<file path="src/rtl/ram_arb_pkg.sv">
package ram_arb_pkg;

    // Which requester owns the word coming back from the RAM next cycle.
    typedef enum logic [1:0] {
        OWN_NONE = 2'd0,
        OWN_CPU  = 2'd1,
        OWN_DMA  = 2'd2
    } owner_e;

    // Decision taken by the grant logic in one cycle.
    typedef struct packed {
        logic   issue;     // RAM read issued this cycle
        logic   from_slot; // issued address came from the parked CPU slot
        owner_e owner;     // requester that owns the word
    } grant_t;

    function automatic logic owner_is(owner_e tag, owner_e who);
        return tag == who;
    endfunction

endpackage

</file>
<file path="src/rtl/rarb_pend_slot.sv">
module rarb_pend_slot
    import ram_arb_pkg::*;
#(
    parameter int ADDR_W = 10
) (
    input  logic              clk,
    input  logic              rst,
    input  logic              cpu_req,
    input  logic [ADDR_W-1:0] cpu_addr,
    input  logic              dma_req,
    output logic              pend_v,
    output logic [ADDR_W-1:0] pend_addr
);

    logic park;
    logic drain;

    // Park the CPU address only when the DMA takes the port and the slot is free.
    assign park  = cpu_req && dma_req && !pend_v;
    // The parked read leaves on the first cycle with no DMA request.
    assign drain = pend_v && !dma_req;

    always_ff @(posedge clk) begin
        if (rst) begin
            pend_v    <= 1'b0;
            pend_addr <= '0;
        end else begin
            if (park) begin
                pend_v    <= 1'b1;
                pend_addr <= cpu_addr;
            end else if (drain) begin
                pend_v    <= 1'b0;
            end
        end
    end

    // the client must wait for its valid, so no new CPU request may land on a full slot.
    assert_single_outstanding_R3: assert property (@(posedge clk) disable iff (rst)
        pend_v |-> !cpu_req);

    // while DMA keeps reading, the parked entry and its address stay put.
    assert_slot_held_R8: assert property (@(posedge clk) disable iff (rst)
        (pend_v && dma_req) |=> (pend_v && $stable(pend_addr)));

endmodule

</file>
<file path="src/rtl/rarb_grant.sv">
module rarb_grant
    import ram_arb_pkg::*;
#(
    parameter int ADDR_W = 10
) (
    input  logic              cpu_req,
    input  logic [ADDR_W-1:0] cpu_addr,
    input  logic              dma_req,
    input  logic [ADDR_W-1:0] dma_addr,
    input  logic              pend_v,
    input  logic [ADDR_W-1:0] pend_addr,
    output logic              ram_en,
    output logic [ADDR_W-1:0] ram_addr,
    output grant_t            grant
);

    // Fixed priority: DMA, then the parked CPU read, then a fresh CPU read.
    always_comb begin
        grant    = '{issue: 1'b0, from_slot: 1'b0, owner: OWN_NONE};
        ram_addr = '0;
        if (dma_req) begin
            grant.issue = 1'b1;
            grant.owner = OWN_DMA;
            ram_addr    = dma_addr;
        end else if (pend_v) begin
            grant.issue     = 1'b1;
            grant.from_slot = 1'b1;
            grant.owner     = OWN_CPU;
            ram_addr        = pend_addr;
        end else if (cpu_req) begin
            grant.issue = 1'b1;
            grant.owner = OWN_CPU;
            ram_addr    = cpu_addr;
        end
        ram_en = grant.issue;
    end

endmodule

</file>
<file path="src/rtl/rarb_resp_steer.sv">
module rarb_resp_steer
    import ram_arb_pkg::*;
#(
    parameter int DATA_W = 32
) (
    input  logic              clk,
    input  logic              rst,
    input  grant_t            grant,
    input  logic [DATA_W-1:0] ram_rdata,
    output logic              cpu_valid,
    output logic [DATA_W-1:0] cpu_rdata,
    output logic              dma_valid,
    output logic [DATA_W-1:0] dma_rdata
);

    owner_e owner_q;

    // Owner tag travels alongside the RAM's one-cycle read latency.
    always_ff @(posedge clk) begin
        if (rst) begin
            owner_q <= OWN_NONE;
        end else begin
            owner_q <= grant.issue ? grant.owner : OWN_NONE;
        end
    end

    always_comb begin
        cpu_valid = owner_is(owner_q, OWN_CPU);
        dma_valid = owner_is(owner_q, OWN_DMA);
        cpu_rdata = cpu_valid ? ram_rdata : '0;
        dma_rdata = dma_valid ? ram_rdata : '0;
    end

    // a returned word has exactly one destination.
    assert_valid_exclusive_R4: assert property (@(posedge clk) disable iff (rst)
        !(cpu_valid && dma_valid));

endmodule

</file>
<file path="src/rtl/shared_ram_arbiter.sv">
module shared_ram_arbiter
    import ram_arb_pkg::*;
#(
    parameter int ADDR_W = 10,
    parameter int DATA_W = 32
) (
    input  logic              clk,
    input  logic              rst,
    input  logic              cpu_req,
    input  logic [ADDR_W-1:0] cpu_addr,
    input  logic              dma_req,
    input  logic [ADDR_W-1:0] dma_addr,
    output logic              ram_en,
    output logic [ADDR_W-1:0] ram_addr,
    input  logic [DATA_W-1:0] ram_rdata,
    output logic              cpu_valid,
    output logic [DATA_W-1:0] cpu_rdata,
    output logic              dma_valid,
    output logic [DATA_W-1:0] dma_rdata
);

    logic              pend_v;
    logic [ADDR_W-1:0] pend_addr;
    grant_t            grant;

    rarb_pend_slot #(.ADDR_W(ADDR_W)) u_slot (
        .clk       (clk),
        .rst       (rst),
        .cpu_req   (cpu_req),
        .cpu_addr  (cpu_addr),
        .dma_req   (dma_req),
        .pend_v    (pend_v),
        .pend_addr (pend_addr)
    );

    rarb_grant #(.ADDR_W(ADDR_W)) u_grant (
        .cpu_req   (cpu_req),
        .cpu_addr  (cpu_addr),
        .dma_req   (dma_req),
        .dma_addr  (dma_addr),
        .pend_v    (pend_v),
        .pend_addr (pend_addr),
        .ram_en    (ram_en),
        .ram_addr  (ram_addr),
        .grant     (grant)
    );

    rarb_resp_steer #(.DATA_W(DATA_W)) u_steer (
        .clk       (clk),
        .rst       (rst),
        .grant     (grant),
        .ram_rdata (ram_rdata),
        .cpu_valid (cpu_valid),
        .cpu_rdata (cpu_rdata),
        .dma_valid (dma_valid),
        .dma_rdata (dma_rdata)
    );

    // DMA is granted in its own cycle, regardless of the CPU side.
    assert_dma_first_R1: assert property (@(posedge clk) disable iff (rst)
        dma_req |-> (ram_en && ram_addr == dma_addr));

    // a collision parks the CPU address and withholds CPU valid next cycle.
    assert_collision_park_R2: assert property (@(posedge clk) disable iff (rst)
        (cpu_req && dma_req && !pend_v) |=> (pend_v && pend_addr == $past(cpu_addr) && !cpu_valid));

    // the parked read goes out on the first DMA-free cycle.
    assert_slot_issue_R3: assert property (@(posedge clk) disable iff (rst)
        (pend_v && !dma_req) |-> (ram_en && ram_addr == pend_addr));

    // an uncontended CPU read completes on the next cycle.
    assert_cpu_solo_R6: assert property (@(posedge clk) disable iff (rst)
        (cpu_req && !dma_req && !pend_v) |=> cpu_valid);

    // a DMA read always completes on the next cycle to the DMA side.
    assert_dma_return_R7: assert property (@(posedge clk) disable iff (rst)
        dma_req |=> (dma_valid && !cpu_valid));

    // nothing is returned in the cycle after reset.
    assert_reset_quiet_R9: assert property (@(posedge clk)
        rst |=> (!cpu_valid && !dma_valid));

endmodule

</file>
<file path="config.mk">
export PLATFORM = sky130hd
export DESIGN_NAME = shared_ram_arbiter
export DESIGN_NICKNAME = d
export VERILOG_FILES = /design/src/rtl/ram_arb_pkg.sv /design/src/rtl/rarb_pend_slot.sv /design/src/rtl/rarb_grant.sv /design/src/rtl/rarb_resp_steer.sv /design/src/rtl/shared_ram_arbiter.sv
export SDC_FILE = /design/constraint.sdc
export NUM_CORES = 1
export LEC_CHECK = 0
export BUFFER_PORTS_ARGS = -buffer_cell sky130_fd_sc_hd__buf_2
export CAP_MARGIN = 20
export CORE_MARGIN = 2
export CORE_UTILIZATION = 35
export CTS_BUF_LIST = sky130_fd_sc_hd__clkbuf_4 sky130_fd_sc_hd__clkbuf_8 sky130_fd_sc_hd__clkbuf_16
export DETAILED_ROUTE_END_ITERATION = 12
export GPL_ROUTABILITY_DRIVEN = 0
export GPL_TIMING_DRIVEN = 0
export PLACE_DENSITY_LB_ADDON = 0.15
export SYNTH_ARGS = -nofsm -noshare
export SYNTH_HDL_FRONTEND = slang
export SYNTH_SLANG_ARGS = --single-unit
</file>
<file path="constraint.sdc">
create_clock -name clk -period 0.99 [get_ports clk]
set_input_delay 0.0495 -clock clk [delete_from_list [all_inputs] [get_ports clk]]
set_output_delay 0.0495 -clock clk [all_outputs]
set_load 0.05 [all_outputs]
</file>
After elaboration in Yosys (flattened, before gate mapping)
Cells that the tools add are included.

Output and inout port bits: 77. Input port bits: 56. Register bits: 13.

Equality and inequality tests: 2. Bitwise logic cells: 1. Reductions and logical operators: 8. Muxes and demuxes: 13.

Operator list (number): $mux W32 (2); $mux W10 (3); $mux W1 (6); $mux W2 (2); $logic_and A1 B1 Y1 (3); $reduce_or A3 Y1 (1); $eq A2 B1 Y1 const B (1); $eq A2 B2 Y1 const B (1); $logic_not A1 Y1 (2); $reduce_bool A2 Y1 (1); $reduce_or A2 Y1 (1); $not A1 Y1 (1).

Depth between registers and ports, before layout
Depth in word-level cells: 5. Depth in mapped cells: 3. Depth with buffers taken out: 2.

Cells and area by module
Synthesis repeated with hierarchy kept, for this count alone.

Cell total of the unflattened synthesis: 182. Area total of the unflattened synthesis: 1556.5 µm².

Modules (own cells, without submodules): rarb_resp_steer (instances 1, area an instance 758.2 µm², cells an instance 84); rarb_pend_slot (instances 1, area an instance 484.2 µm², cells an instance 47); rarb_grant (instances 1, area an instance 314.1 µm², cells an instance 51).

Worst setup path before layout
Ideal clock, no wire load.

Kind: reg-to-output. Start: register u_slot.pend_v. End: output ram_addr[9]. Stages on the path, launching flop included: 4. Slack: -454 ps. Arrival: 1395 ps. Path through: dfxtp_1 -> buf_2 -> a21oi_1 -> a21oi_1.

Word-level cells in the longest chain between the ends: 2.

Ends and longest elaborated chain: start, declared (RTL line rarb_pend_slot.sv:11) `output logic pend_v,`; start signal, assigned (RTL line rarb_pend_slot.sv:25) `pend_v <= 1'b0;`; start signal, assigned (RTL line rarb_pend_slot.sv:29) `pend_v <= 1'b1;`; start signal, assigned (RTL line rarb_pend_slot.sv:32) `pend_v <= 1'b0;`; $mux W10 (RTL line rarb_grant.sv:25) `end else if (pend_v) begin`; $mux W10 (RTL line rarb_grant.sv:21) `if (dma_req) begin`; end, declared (RTL line shared_ram_arbiter.sv:14) `output logic [ADDR_W-1:0] ram_addr,`.

No other way between the ends.

Worst setup path in the final report
Start: register u_steer.owner_q[1]. End: output cpu_rdata[14].

Word-level cells in the longest chain between the ends: 2.

Ends and longest elaborated chain: start, declared (RTL line rarb_resp_steer.sv:16) `owner_e owner_q;`; start signal, assigned (RTL line rarb_resp_steer.sv:23) `owner_q <= grant.issue ? grant.owner : OWN_NONE;`; $eq A2 B1 Y1 (RTL line ram_arb_pkg.sv:18) `return tag == who;`; $mux W32 (RTL line rarb_resp_steer.sv:30) `cpu_rdata = cpu_valid ? ram_rdata : '0;`; end, declared (RTL line shared_ram_arbiter.sv:17) `output logic [DATA_W-1:0] cpu_rdata,`.

No other way between the ends.

==> results.yml <==
sta:
  setup_ws_ns: -0.534
  max_freq_mhz: 656
  max-slew-margin-rel_pct: 68.3
  skew_ns: 0.0226
  min_period_ns: 1.52
  finalSetupViolations: 87
  rsz0062_at_grt: "true"
  slew_violations: 0
  hold_viol_final: 0
  worst_slew_pin_slew_ns: 0.475
  hold_ws_ns: 0.00236
  period_share_pct: 154
clock_network:
  path_clk_slew_ns: 0.11
  cts-root-buf: "clkbuf_4"
  clock_latency_ns: 0.32
  numCtsBuffers: 3
  cts_buffer_depth: 2
  cts_max_level: 1
  cts_tree: "done"
  cts_sinks: 13
final_layout:
  final_common_cell: "buf_8"
  finalNetCount: 371
  nFillCells: 69
  fin_cells: 364
  design_area_mm2: 0.00324
  most-common-layout-cells: "buf_8 (67), and2_4 (61), buf_2 (57)"
  drive_gt1_share_pct: 78.3
  syn_to_final_growth_pct: 161
routing:
  dr.pass1.iters: 4
  vias: 2073
  postRouteWirelength_mm: 9.26
  wl_per_cell_um: 25.4
  drc: 0
  via_per_inst: 5.70
  ant_nets: 0
  drt-initial-drc-count: 102
global_routing:
  grt.total_usage_pct: 36.5
  grtUsageMet3_pct: 5.71
  busiest_layer: "met2"
  grt_max_degree: 11
  antenna_found_initial: 2
  gr-total-overflow: 0
  use_met2_pct: 68.2
  grt_pass1_wl_mm: 11.3
  first_global_vias: 2022
  met1_usage_pct: 40.6
synthesis:
  ys_types: 15
  syn_inst: 169
  synth_top_area_share_pct: 32.3
  seq_area_frac_synth_pct: 21.0
  synth_area_leaders: "and2_1 (32%), dfxtp_1 (21%), nand2b_1 (10%), a21oi_1 (8.1%), mux2i_1 (8.1%)"
  syn-num-nets: 225
  synth_area_mm2: 0.00124
  avgSynthCellArea_um2: 7.34
  yosysTopAreaCell: "and2_1"
  ys_ff_latch: 13
  ys_warn_count: 0
setup_path:
  arrival_ns: 1.47
  ff2ff_setup_slack_ns: -0.16
  endpoint_kind: "output pin"
  worstSetupEndpoint: "cpu_rdata[14]"
  critPathKind: "flop to output pin"
  cp_max_fo: 6
  crit_path_start: "u_steer.owner_q[1]"
  r2r_start: "u_slot.pend_v"
  rr_endpoint: "u_slot.pend_addr[4]"
  cp.required_ns: 0.94
  reg2regPathDepth: 3
  start_kind: "flop"
placed_design:
  placed_cells: 347
  dp_hpwl_mm: 3.44
  io_buffers: 132
  place_area_mm2: 0.00229
flow_run:
  max_cap_violations: 0
die:
  die_h_um: 63.6
  fp.dieW_um: 63.6
  row_count: 21
  pin_count: 133
  dieArea_mm2: 0.00404
  initial_core_util_pct: 36.9
  core_mm2: 0.00336
worst_hold_path:
  worstHoldPathType: "primary input to flop"
power_and_ir_drop:
  ir_worst_vdd_mv: 0.818
  p_leak_uw: 0.00149
  power.density_mw_per_mm2: 808
status:
  outcome: "complete, but fails checks"
  violations: "setup timing"
stage by stage:
step	utilization [%]	TNS, ns	total power (uW)	worst slack (ns)
after floorplan	-	-0.898	1450	-0.0398
after global placement	68.1	-13.10	1730	-0.250
after detailed placement	68.1	-14.13	1740	-0.258
after CTS	94.1	-28.89	2410	-0.411
after global routing	96.2	-39.07	2650	-0.546
final	96.2	-38.11	2610	-0.534
per-layer routing:
layer	wire, um	vias to the layer above
met5	0	-
met4	893	0
met3	783	68
met2	4500	189
met1	3090	980
li1	-	836
cells in the mapped netlist:
library cell	instances
and2_1	64
a21oi_1	20
nand2b_1	20
dfxtp_1	13
nor2b_1	12
mux2i_1	10
nand3b_1	10
clkbuf_1	8
buf_2	5
and2b_1	2
and3b_1	1
buf_6	1
nor2_1	1
nor3_1	1
or3_1	1
state kept, by name, summed over array words and instances, names as in the netlist:
signal / cells
u_steer.owner_q: 2
u_slot.pend_v: 1
u_slot.pend_addr: 10
worst min path at each step:
| stage | from | endpoint | slack, ns | cells after the start |
|---|---|---|---|---|
| detailed placement | rst | u_steer.owner_q[1] | 0.27 | 2 |
| finish | cpu_addr[0] | u_slot.pend_addr[0] | 0.002 | 3 |
| floorplan | rst | u_steer.owner_q[1] | 0.13 | 1 |
| CTS | cpu_addr[7] | u_slot.pend_addr[7] | 0.04 | 3 |
| global placement | rst | u_steer.owner_q[1] | 0.27 | 2 |
| global route | cpu_addr[0] | u_slot.pend_addr[0] | 0.01 | 3 |
cells by family after synthesis:
family | share of synthesized area (%)
mux | 8.06
buf+inv | 5.34
compound gates | 8.06
flops | 21.0
simple gates | 57.6
power breakdown:
part / total (uW) / internal [uW] / switching [uW]
sequential: 577 / 549 / 27.4
combinational: 1620 / 699 / 918
clock: 420 / 185 / 235
total: 2610 / 1430 / 1180
area by class of cell:
cell class / instances / area (um2) / area share, %
Sequential cell: 13 / 267 / 8.24
Multi-Input combinational cell: 142 / 1230 / 38.1
Buffer: 14 / 158 / 4.87
Tap cell: 46 / 57.6 / 1.78
Timing Repair Buffer: 141 / 1480 / 45.8
Clock buffer: 4 / 30.0 / 0.928
Antenna cell: 4 / 10.0 / 0.309
timing repair:
item,in CTS,in global routing
endpoints found under the setup margin,79,87
resized for setup,237,19
pin swaps,4,3
hold endpoints to repair,1,0
setup buffers,3,2
hold buffers,1,0
cloned,3,0
critical path, stage by stage (launching register included):
cell and delay (ns):
dfxtp_2 0.35, and2b_4 0.33, clkbuf_8 0.17, and2_4 0.15, buf_8 0.14
No activity file was read; power rests on OpenSTA's default activity.
